File: src/rtl/pwr_seq_pkg.sv
package pwr_seq_pkg;

  typedef enum logic [2:0] {
    PS_LOCKOUT = 3'd0,
    PS_STANDBY = 3'd1,
    PS_ENTER   = 3'd2,
    PS_ASLEEP  = 3'd3,
    PS_WAKE    = 3'd4
  } pwrState_e;

  // strobes from the controller to the interval timer and the violation flags
  typedef struct packed {
    logic loadEnter;
    logic loadExit;
    logic tick;
    logic setStartViol;
    logic setWakeViol;
  } timerStrobe_t;

endpackage

File: src/rtl/pwr_seq_timer.sv
module pwr_seq_timer
  import pwr_seq_pkg::*;
#(
  parameter int CNT_W     = 12,
  parameter int START_CYC = 1600,
  parameter int ENTER_CYC = 12,
  parameter int EXIT_CYC  = 1600
) (
  input  logic         clk,
  input  logic         rstN,
  input  timerStrobe_t strobe,
  output logic         expired,
  output logic         startupViol,
  output logic         wakeViol
);

  localparam logic [CNT_W-1:0] START_LD = CNT_W'(START_CYC - 1);
  localparam logic [CNT_W-1:0] ENTER_LD = CNT_W'(ENTER_CYC - 1);
  localparam logic [CNT_W-1:0] EXIT_LD  = CNT_W'(EXIT_CYC - 1);

  logic [CNT_W-1:0] remain;

  // a timed state lasts (load value + 1) cycles: it ends on the edge where remain is zero
  always_ff @(posedge clk or negedge rstN) begin
    if (!rstN) begin
      remain <= START_LD;
    end else if (strobe.loadEnter) begin
      remain <= ENTER_LD;
    end else if (strobe.loadExit) begin
      remain <= EXIT_LD;
    end else if (strobe.tick && remain != '0) begin
      remain <= remain - 1'b1;
    end
  end

  assign expired = (remain == '0);

  always_ff @(posedge clk or negedge rstN) begin
    if (!rstN) begin
      startupViol <= 1'b0;
      wakeViol    <= 1'b0;
    end else begin
      if (strobe.setStartViol) startupViol <= 1'b1;
      if (strobe.setWakeViol)  wakeViol    <= 1'b1;
    end
  end

endmodule

File: src/rtl/pwr_seq_ctrl.sv
module pwr_seq_ctrl
  import pwr_seq_pkg::*;
(
  input  logic         clk,
  input  logic         rstN,
  input  logic         csN,
  input  logic         sleepDone,
  input  logic         wakeDone,
  input  logic         expired,
  output timerStrobe_t strobe,
  output pwrState_e    state,
  output logic         csFwdN,
  output logic         cmdAccept,
  output logic         wakeOnly,
  output logic         regEn
);

  pwrState_e nextState;
  logic      csBlocked;

  always_comb begin
    nextState = state;
    strobe    = '0;
    unique case (state)
      PS_LOCKOUT: begin
        strobe.tick         = 1'b1;
        strobe.setStartViol = !csN;
        if (expired) nextState = PS_STANDBY;
      end
      PS_STANDBY: begin
        if (sleepDone) begin
          nextState        = PS_ENTER;
          strobe.loadEnter = 1'b1;
        end
      end
      PS_ENTER: begin
        strobe.tick = 1'b1;
        if (wakeDone) begin
          nextState       = PS_WAKE;
          strobe.loadExit = 1'b1;
        end else if (expired) begin
          nextState = PS_ASLEEP;
        end
      end
      PS_ASLEEP: begin
        if (wakeDone) begin
          nextState       = PS_WAKE;
          strobe.loadExit = 1'b1;
        end
      end
      PS_WAKE: begin
        strobe.tick        = 1'b1;
        strobe.setWakeViol = !csN;
        if (expired) nextState = PS_STANDBY;
      end
      default: nextState = PS_LOCKOUT;
    endcase
  end

  always_ff @(posedge clk or negedge rstN) begin
    if (!rstN) state <= PS_LOCKOUT;
    else       state <= nextState;
  end

  assign csBlocked = (state == PS_LOCKOUT) || (state == PS_WAKE);
  assign csFwdN    = csN | csBlocked;
  assign cmdAccept = (state == PS_STANDBY);
  assign wakeOnly  = (state == PS_ENTER) || (state == PS_ASLEEP);
  assign regEn     = (state != PS_ASLEEP);

endmodule

File: src/rtl/pwr_seq.sv
module pwr_seq
  import pwr_seq_pkg::*;
#(
  parameter int CYC_PER_US = 4,
  parameter int STARTUP_US = 400,
  parameter int ENTER_US   = 3,
  parameter int EXIT_US    = 400
) (
  input  logic       clk,
  input  logic       rstN,
  input  logic       csN,
  input  logic       sleepDone,
  input  logic       wakeDone,
  output logic       csFwdN,
  output logic       cmdAccept,
  output logic       wakeOnly,
  output logic       regEn,
  output logic [2:0] pwrState,
  output logic       startupViol,
  output logic       wakeViol
);

  localparam int START_CYC = STARTUP_US * CYC_PER_US;
  localparam int ENTER_CYC = ENTER_US * CYC_PER_US;
  localparam int EXIT_CYC  = EXIT_US * CYC_PER_US;
  localparam int MAX_A     = (START_CYC > ENTER_CYC) ? START_CYC : ENTER_CYC;
  localparam int MAX_CYC   = (MAX_A > EXIT_CYC) ? MAX_A : EXIT_CYC;
  localparam int CNT_W     = $clog2(MAX_CYC + 1);

  timerStrobe_t strobe;
  pwrState_e    state;
  logic         expired;

  pwr_seq_ctrl ctrl_i (
    .clk       (clk),
    .rstN      (rstN),
    .csN       (csN),
    .sleepDone (sleepDone),
    .wakeDone  (wakeDone),
    .expired   (expired),
    .strobe    (strobe),
    .state     (state),
    .csFwdN    (csFwdN),
    .cmdAccept (cmdAccept),
    .wakeOnly  (wakeOnly),
    .regEn     (regEn)
  );

  pwr_seq_timer #(
    .CNT_W     (CNT_W),
    .START_CYC (START_CYC),
    .ENTER_CYC (ENTER_CYC),
    .EXIT_CYC  (EXIT_CYC)
  ) timer_i (
    .clk         (clk),
    .rstN        (rstN),
    .strobe      (strobe),
    .expired     (expired),
    .startupViol (startupViol),
    .wakeViol    (wakeViol)
  );

  assign pwrState = state;

endmodule

File: config.mk
export PLATFORM = sky130hd
export DESIGN_NAME = pwr_seq
export DESIGN_NICKNAME = d
export VERILOG_FILES = /design/src/rtl/pwr_seq_pkg.sv /design/src/rtl/pwr_seq_timer.sv /design/src/rtl/pwr_seq_ctrl.sv /design/src/rtl/pwr_seq.sv
export SDC_FILE = /design/constraint.sdc
export NUM_CORES = 1
export LEC_CHECK = 0
export ABC_AREA = 1
export CORE_MARGIN = 10
export CORE_UTILIZATION = 53
export DETAILED_ROUTE_END_ITERATION = 10
export GPL_ROUTABILITY_DRIVEN = 0
export GPL_TIMING_DRIVEN = 0
export PLACE_DENSITY_LB_ADDON = 0.2
export SLEW_MARGIN = 15
export SYNTH_ARGS = -nofsm -noshare
export SYNTH_HDL_FRONTEND = slang
export SYNTH_HIERARCHICAL = 1
export SYNTH_SLANG_ARGS = --single-unit
export TNS_END_PERCENT = 50
File: constraint.sdc
create_clock -name clk -period 2.02 [get_ports clk]
set_input_delay 0.303 -clock clk [delete_from_list [all_inputs] [get_ports clk]]
set_output_delay 0.303 -clock clk [all_outputs]
set_load 0.01 [all_outputs]
==> run summary, run 1 <==
The run finished with clean final reports. The total number of H-tree levels is 1. The number of cell rows came out at 16. The number of DRC markers in iteration 0 came out at 66. The total number of vias came out at 971. The number of different library cells in the post-synthesis netlist is 21. The filler cells instantiated in the layout total 181. The static leakage power came out at 0.630 nW. In this run the worst setup path begins at ctrl_i/state[0]. The part of the cycle the worst path needs came out at 0.953.

The area share of the largest cell type after synthesis came out at 0.196. Summed over all layers, the routed wires come to 2350 um. The aggregate global routing overflow came out at 0. The final HPWL from detailed placement came out at 1890 um. The number of buffers added for setup after CTS came out at 0. The clock period could shrink to 1930 ps. In this run, CTS created clock tree buffers numbering 3. The overall die height is 65.0 um. The number of standard cells after synthesis came out at 150. The synthesis-stage register bit count came out at 16. In this run the critical register-to-register path is launched from timer_i/remain[0]. In the final design database the tool counted 174 nets.

The global-route total usage across every layer came out at 0.116. STA classifies the critical path startpoint as a flop. The detailed-router iteration count before antenna repair came out at 4. The number of global-route vias before repair was 909. For the worst setup path, the data required time is 1720 ps. The max-slew violation count is 0. The initial cell density of the core came out at 0.553.

The initial antenna violation count came out at 0. Clock tree synthesis found a total of 16 sinks. The most common cell in the netlist is sky130_fd_sc_hd__nand2_1. The first global-routing pass estimated 4070 um of wire. Port buffering added 13 buffers. The die outline area came out at 4230 um^2.

TritonCTS built the clock tree. The final count of hold timing violations is 0. The number of instances resized during post-cts repair is 0.

During synthesis, Yosys emitted a total of 6 warnings. The share of synthesized registers carrying an async set or reset is 1.00. The slew at the pin closest to its max-slew limit is 712 ps. The setup-violating endpoint count in the final report came out at 0. Sorting the synthesized cells by how often they occur yields sky130_fd_sc_hd__nand2_1, sky130_fd_sc_hd__inv_1, sky130_fd_sc_hd__nor2_1. The path class of the tightest hold or removal check is input port to async pin. The start-to-end type of the worst setup path is flop to output pin. The final routed DRC violation total is 0. The clock latency reported for the late side of the worst-skew pair is 290 ps.

The sequential area share after synthesis is 0.382. The number of routed nets with antenna violations came out at 0. The achievable clock frequency is 519 MHz. The area taken by flip-flops and latches is 412 um^2.

The worst-case clock skew came out at 1.29 ps. The number of flops mapped to enable cells by yosys is 0. The mean instance size in the synthesized netlist came out at 7.16 um^2. The number of nets produced by synthesis came out at 156.

The boundary pin count is 14. The sum of negative setup slack is 0 ps. After synthesis, the cell types taking the most area are sky130_fd_sc_hd__dfstp_2, sky130_fd_sc_hd__dfrtp_1, sky130_fd_sc_hd__nand2_1, sky130_fd_sc_hd__inv_1, sky130_fd_sc_hd__nor2_1. Setup repair after global routing left no endpoint under its margin.

STA classifies the critical path endpoint as an output pin. The most used flip-flop cell after synthesis is sky130_fd_sc_hd__dfstp_2. The fraction of final layout cells with drive strength greater than 1 came out at 0.251. The post-synthesis instance area came out at 1070 um^2. The largest fanout on the critical path came out at 6. The maximum number of pins on one net before global-route repair is 17.

The reg2reg setup slack came out at 370 ps. The worst-case vdd ir drop is 0.655 mV. At the worst endpoint, the arrival time is 1620 ps. The area added between synthesis and finish is 19.2%. After clock tree synthesis, the flow added hold-fix buffers numbering 0.

After detailed routing, the number of vias per cell comes to 5.01. The core footprint is 1940 um^2. sky130_fd_sc_hd__dfstp_2 takes more of the synthesized area than any other cell. The worst slew margin relative to its limit is 0.524. The antenna diode count is 0.

The post-layout total power came out at 1.48 mW. After clock tree synthesis, the clock-pin slew on the worst setup and hold paths is 90 ps. After detailed routing, the average wire length per cell comes to 12.1 um. The worst reg2reg path depth came out at 10.

In the final layout, the multi-input gates occupy 567 um^2. The power per unit of standard cell area came out at 1160 nW/um^2. CTS placed an instance of sky130_fd_sc_hd__clkbuf_4 at the clock tree root. The max-capacitance violation count came out at 0. From left edge to right edge, the die measures 65.0 um. The maximum clock path buffer count came out at 2.
==> per-stage QoR <==
stage,cells,setup slack [ps],cell area [um^2],utilization,hold slack (ps)
2_1_floorplan,150,575,1070,-,7.41
3_3_place_gp,190,238,1240,0.637,456
3_5_place_dp,190,254,1240,0.637,460
4_1_cts,194,38.2,1270,0.656,443
5_1_grt,194,5.83,1280,0.659,463
6_report,194,94.5,1280,0.659,437
==> critical path: stages (launching register included) <==
cell,delay (ps)
sky130_fd_sc_hd__dfrtp_1,460
sky130_fd_sc_hd__inv_1,110
sky130_fd_sc_hd__nand2_1,130
sky130_fd_sc_hd__nand2_1,90
sky130_fd_sc_hd__clkdlybuf4s50_1,540
==> flip-flops by register name, indices dropped and copies added (netlist names) <==
register	flops
ctrl_i/state	3
timer_i/remain	11
timer_i/startupViol	1
timer_i/wakeViol	1
==> final timing paths <==
path | end
max | csFwdN
max in group asynchronous | ctrl_i/state[2]
min in group clk | timer_i/wakeViol
max reg2reg | timer_i/remain[6]
min | timer_i/remain[7]
min reg2reg | timer_i/wakeViol
==> cells in the final DEF, fill, tap and decap left out <==
master | Yosys | routed
sky130_fd_sc_hd__dfstp_2 | 8 | 8
sky130_fd_sc_hd__clkdlybuf4s50_1 | 0 | 13
sky130_fd_sc_hd__o21ai_0 | 5 | 5
sky130_fd_sc_hd__nand2_1 | 34 | 34
sky130_fd_sc_hd__o21ai_2 | 2 | 2
sky130_fd_sc_hd__nand2_4 | 2 | 2
sky130_fd_sc_hd__or2_2 | 2 | 2
sky130_fd_sc_hd__nor2_2 | 4 | 4
sky130_fd_sc_hd__ha_1 | 1 | 1
sky130_fd_sc_hd__clkbuf_8 | 0 | 1
sky130_fd_sc_hd__nand3_1 | 14 | 13
sky130_fd_sc_hd__a21oi_1 | 4 | 4
sky130_fd_sc_hd__dfrtp_1 | 8 | 7
sky130_fd_sc_hd__clkbuf_4 | 0 | 3
sky130_fd_sc_hd__dfrtp_2 | 0 | 1
sky130_fd_sc_hd__nor2_1 | 20 | 20
sky130_fd_sc_hd__xor2_1 | 1 | 1
sky130_fd_sc_hd__inv_2 | 7 | 7
sky130_fd_sc_hd__inv_1 | 20 | 20
sky130_fd_sc_hd__nand2_2 | 3 | 3
sky130_fd_sc_hd__nor2_4 | 3 | 3
sky130_fd_sc_hd__nor3_1 | 4 | 4
sky130_fd_sc_hd__nand3_2 | 5 | 6
sky130_fd_sc_hd__o211ai_1 | 2 | 2
sky130_fd_sc_hd__nand3b_1 | 1 | 1
==> metal layers <==
layer  global-route usage  vias to the layer above  part of all wire
met5                    0                        -                 0
met1                0.156                      436              0.48
met2                0.179                       26              0.46
met3               0.0223                        6             0.044
li1                     -                      503                 -
met4               0.0401                        0             0.013
==> power breakdown <==
group	total (mW)	switching, mW	internal (mW)
registers	0.648	0.140	0.508
logic	0.625	0.379	0.246
clock network	0.211	0.101	0.110
==> cell families (layout without fill, tap and decap cells) <==
group / after synthesis / after routing / synth area share
adders and majority gates: 1 / 1 / 0.0117
xor gates and xnor gates: 1 / 1 / 0.00816
DFF: 16 / 16 / 0.382
and+or+nand+nor: 92 / 92 / 0.431
AOI/OAI and AO/OA: 13 / 13 / 0.0723
buffers and inverters: 27 / 44 / 0.0944
==> area by class of cell <==
cell class | instances | share of cell area
clock buffers | 4 | 0.0283
inverters | 27 | 0.0792
multi-input cells | 107 | 0.443
flip-flops and latches | 16 | 0.322
well taps | 27 | 0.0264
repair buffers | 13 | 0.102
No activity file was read; power rests on OpenSTA's default activity.
==> inputs of run 2 (changes only) <==
- CORE_UTILIZATION: 53 -> 48
- SETUP_SLACK_MARGIN: not set -> 0.3
- clock period: 2.02 -> 1.75 ns (I/O delays scaled with it)
==> run summary, run 2 (same netlist as run 1, synthesis figures left out) <==
The slew at the pin closest to its max-slew limit is 719 ps (was 712 ps). The core occupancy in the finished layout is 0.666 (was 0.659). The part of the cycle the worst path needs is 0.856. The critical path startpoint category was a flop (unchanged). The total routed wirelength is 2610 um (was 2350 um). The worst-case clock skew is 6.20 ps (was 1.29 ps). The total number of H-tree levels came to 1 (unchanged). The worst slew margin relative to its limit is 0.519 (was 0.524). The first-pass GRT wire length was 4350 um (was 4070 um). The startpoint of the most critical register-to-register path is timer_i/remain[0] (unchanged). The worst reg2reg path depth is 8 (was 10). The number of routed nets with antenna violations came out at 0 (unchanged). The boundary pin count is 14 (unchanged). The type of destination of the critical path is an output pin (unchanged). The sum of negative setup slack is 0 ps (unchanged).

For the finished layout, the period the worst path requires is 1500 ps. The final routed DRC violation total came out at 0 (unchanged). The layer carrying the most global-route usage is met2 (unchanged).

The detailed-router iteration count before antenna repair is 4 (unchanged). The final count of hold timing violations is 0 (unchanged). The overall die height was 67.3 um (was 65.0 um). The max-slew violation count came out at 0 (unchanged). The reg2reg setup slack came out at 280 ps (was 370 ps). Unrepaired setup endpoints after global routing: true (was false). The final HPWL from detailed placement is 1910 um (was 1890 um).

The core footprint is 2170 um^2 (was 1940 um^2). The number of DRC markers in iteration 0 came out at 47 (was 66). The clock latency reported for the late side of the worst-skew pair was 280 ps (was 290 ps). Status: finished, final reports clean (unchanged). The arrival time reported for the critical path endpoint came out at 1230 ps (was 1620 ps). The number of cell rows is 17 (was 16). The sink count of the clock tree came out at 16 (unchanged). Based on the critical path, the design can be clocked at up to 668 MHz. The register containing the most flip-flops in the final layout is timer_i/remain (unchanged). The static leakage power came to 0.718 nW (was 0.630 nW). The global routing usage on met2 is 0.204 (was 0.179). The final net count came out at 184 (was 174).

The start point of the critical path is ctrl_i/state[1] (was ctrl_i/state[0]). The overall die width came out at 67.3 um (was 65.0 um). The via density per instance came out at 5.14 (was 5.01). The global-route total usage across every layer came out at 0.120 (was 0.116). The met1 usage is 0.129 (was 0.156).

The area of combinational cells with multiple inputs came out at 651 um^2 (was 567 um^2). The power per unit of standard cell area came out at 1330 nW/um^2 (was 1160 nW/um^2). Biggest regs: timer_i/remain: 11 flops, ctrl_i/state: 3 flops (unchanged). The number of input and output port buffers inserted is 13 (unchanged).

The clock tree from TritonCTS is done (unchanged). The worst-case vdd ir drop came to 0.712 mV (was 0.655 mV). The aggregate global routing overflow is 0 (unchanged). The setup-violating endpoint count in the final report came to 0 (unchanged). The antenna diode count was 0 (unchanged). The clock transition time at the flip-flop clock pins of the worst setup and hold paths was 100 ps (was 90 ps). The area added between synthesis and finish came to 34.6% (was 19.2%).

The die outline area came to 4530 um^2 (was 4230 um^2). The number of global-route vias before repair came out at 1053 (was 909). The area taken by flip-flops and latches was 412 um^2 (unchanged). The most common cell after layout, fill and taps aside was sky130_fd_sc_hd__nand2_1 (unchanged). The met3 demand-to-capacity share in global routing is 0.0430 (was 0.0223).

Most frequent cells in the layout: sky130_fd_sc_hd__nand2_1, sky130_fd_sc_hd__nor2_1, sky130_fd_sc_hd__inv_1 (was sky130_fd_sc_hd__nand2_1, sky130_fd_sc_hd__inv_1, sky130_fd_sc_hd__nor2_1). The start-to-end type of the worst setup path is flop to output pin (unchanged). The fraction of final layout cells with drive strength greater than 1 came out at 0.379 (was 0.251). The required time of the worst setup path came to 1490 ps (was 1720 ps). The destination of the worst register-to-register timing path is timer_i/remain[1] (was timer_i/remain[6]).

The number of flip-flops under the largest register name is 11 (unchanged). The per-cell routed wire length is 12.7 um (was 12.1 um). The initial antenna violation count is 0 (unchanged). The largest fanout on the critical path is 4 (was 6). The worst hold path class was input port to async pin (unchanged). The clock root buffer is sky130_fd_sc_hd__clkbuf_4 (unchanged).

The number of hold-repair buffers added at the cts stage came out at 0 (unchanged). The final-layout fill cell count came to 189 (was 181). The max-capacitance violation count is 0 (unchanged). The maximum clock path buffer count came out at 2 (unchanged). The total number of vias is 1054 (was 971). The initial cell density of the core came out at 0.495 (was 0.553). The maximum number of pins on one net before global-route repair was 17 (unchanged). The CTS buffer count came out at 3 (unchanged).
[run 2: cell count changes in the layout (fill, tap and decap cells not counted), sizes merged]
| cell | previous run | this run |
|---|---|---|
| buf | 0 | 12 |
| dlygate4sd2 | 0 | 2 |
| dlymetal6s2s | 0 | 1 |
| clkdlybuf4s15 | 0 | 2 |
| clkdlybuf4s50 | 13 | 6 |
[run 2: power breakdown]
group / internal, mW / total, mW / leakage, nW / switching [mW]
Clock: 0.127 / 0.247 / 0.0210 / 0.120
Combinational: 0.395 / 0.908 / 0.519 / 0.513
Sequential: 0.587 / 0.763 / 0.178 / 0.177
Total: 1.11 / 1.92 / 0.718 / 0.810
[run 2: how the worst max path moves through the flow]
stage                         to
2_1_floorplan  timer_i/remain[6]
3_3_place_gp   timer_i/remain[4]
3_5_place_dp   timer_i/remain[0]
4_1_cts                cmdAccept
5_1_grt                   csFwdN
6_report                  csFwdN
[run 2: area by class of cell]
| class | count | area share |
|---|---|---|
| Tap cell | 28 | 0.0242 |
| Clock buffer | 4 | 0.0251 |
| Multi-Input combinational cell | 107 | 0.450 |
| Inverter | 27 | 0.0753 |
| Sequential cell | 16 | 0.285 |
| Timing Repair Buffer | 23 | 0.140 |
[run 2: worst max-delay path, cell delays in order, from the launching register on]
cell,delay (ps)
sky130_fd_sc_hd__dfrtp_1,440
sky130_fd_sc_hd__inv_2,140
sky130_fd_sc_hd__nand2_2,100
sky130_fd_sc_hd__nand2_1,70
sky130_fd_sc_hd__clkdlybuf4s15_2,220
[run 2: what timing repair did]
action | in CTS | in global routing
setup endpoints to repair | 22 | 19
buffers inserted | 3 | 7
pin swaps | 0 | 8
gates resized for setup | 21 | 23
cloned | 0 | 0
[run 2: stage by stage]
| stage | total power, mW | cells | setup slack, ps | hold slack (ps) | area, um^2 |
|---|---|---|---|---|---|
| floorplan | 1.27 | 150 | 305 | -33.1 | 1070 |
| CTS | 1.76 | 198 | 130 | 422 | 1320 |
| finish | 1.92 | 205 | 253 | 399 | 1450 |
| global placement | 1.44 | 191 | 52.0 | 452 | 1240 |
| detailed placement | 1.46 | 191 | 32.0 | 458 | 1240 |
| global route | 2.09 | 205 | 193 | 459 | 1450 |
[run 2: per-layer routing]
metal,vias up,share of wire
met5,-,0
met4,0,0.021
met3,10,0.052
met2,30,0.50
met1,493,0.43
li1,521,-
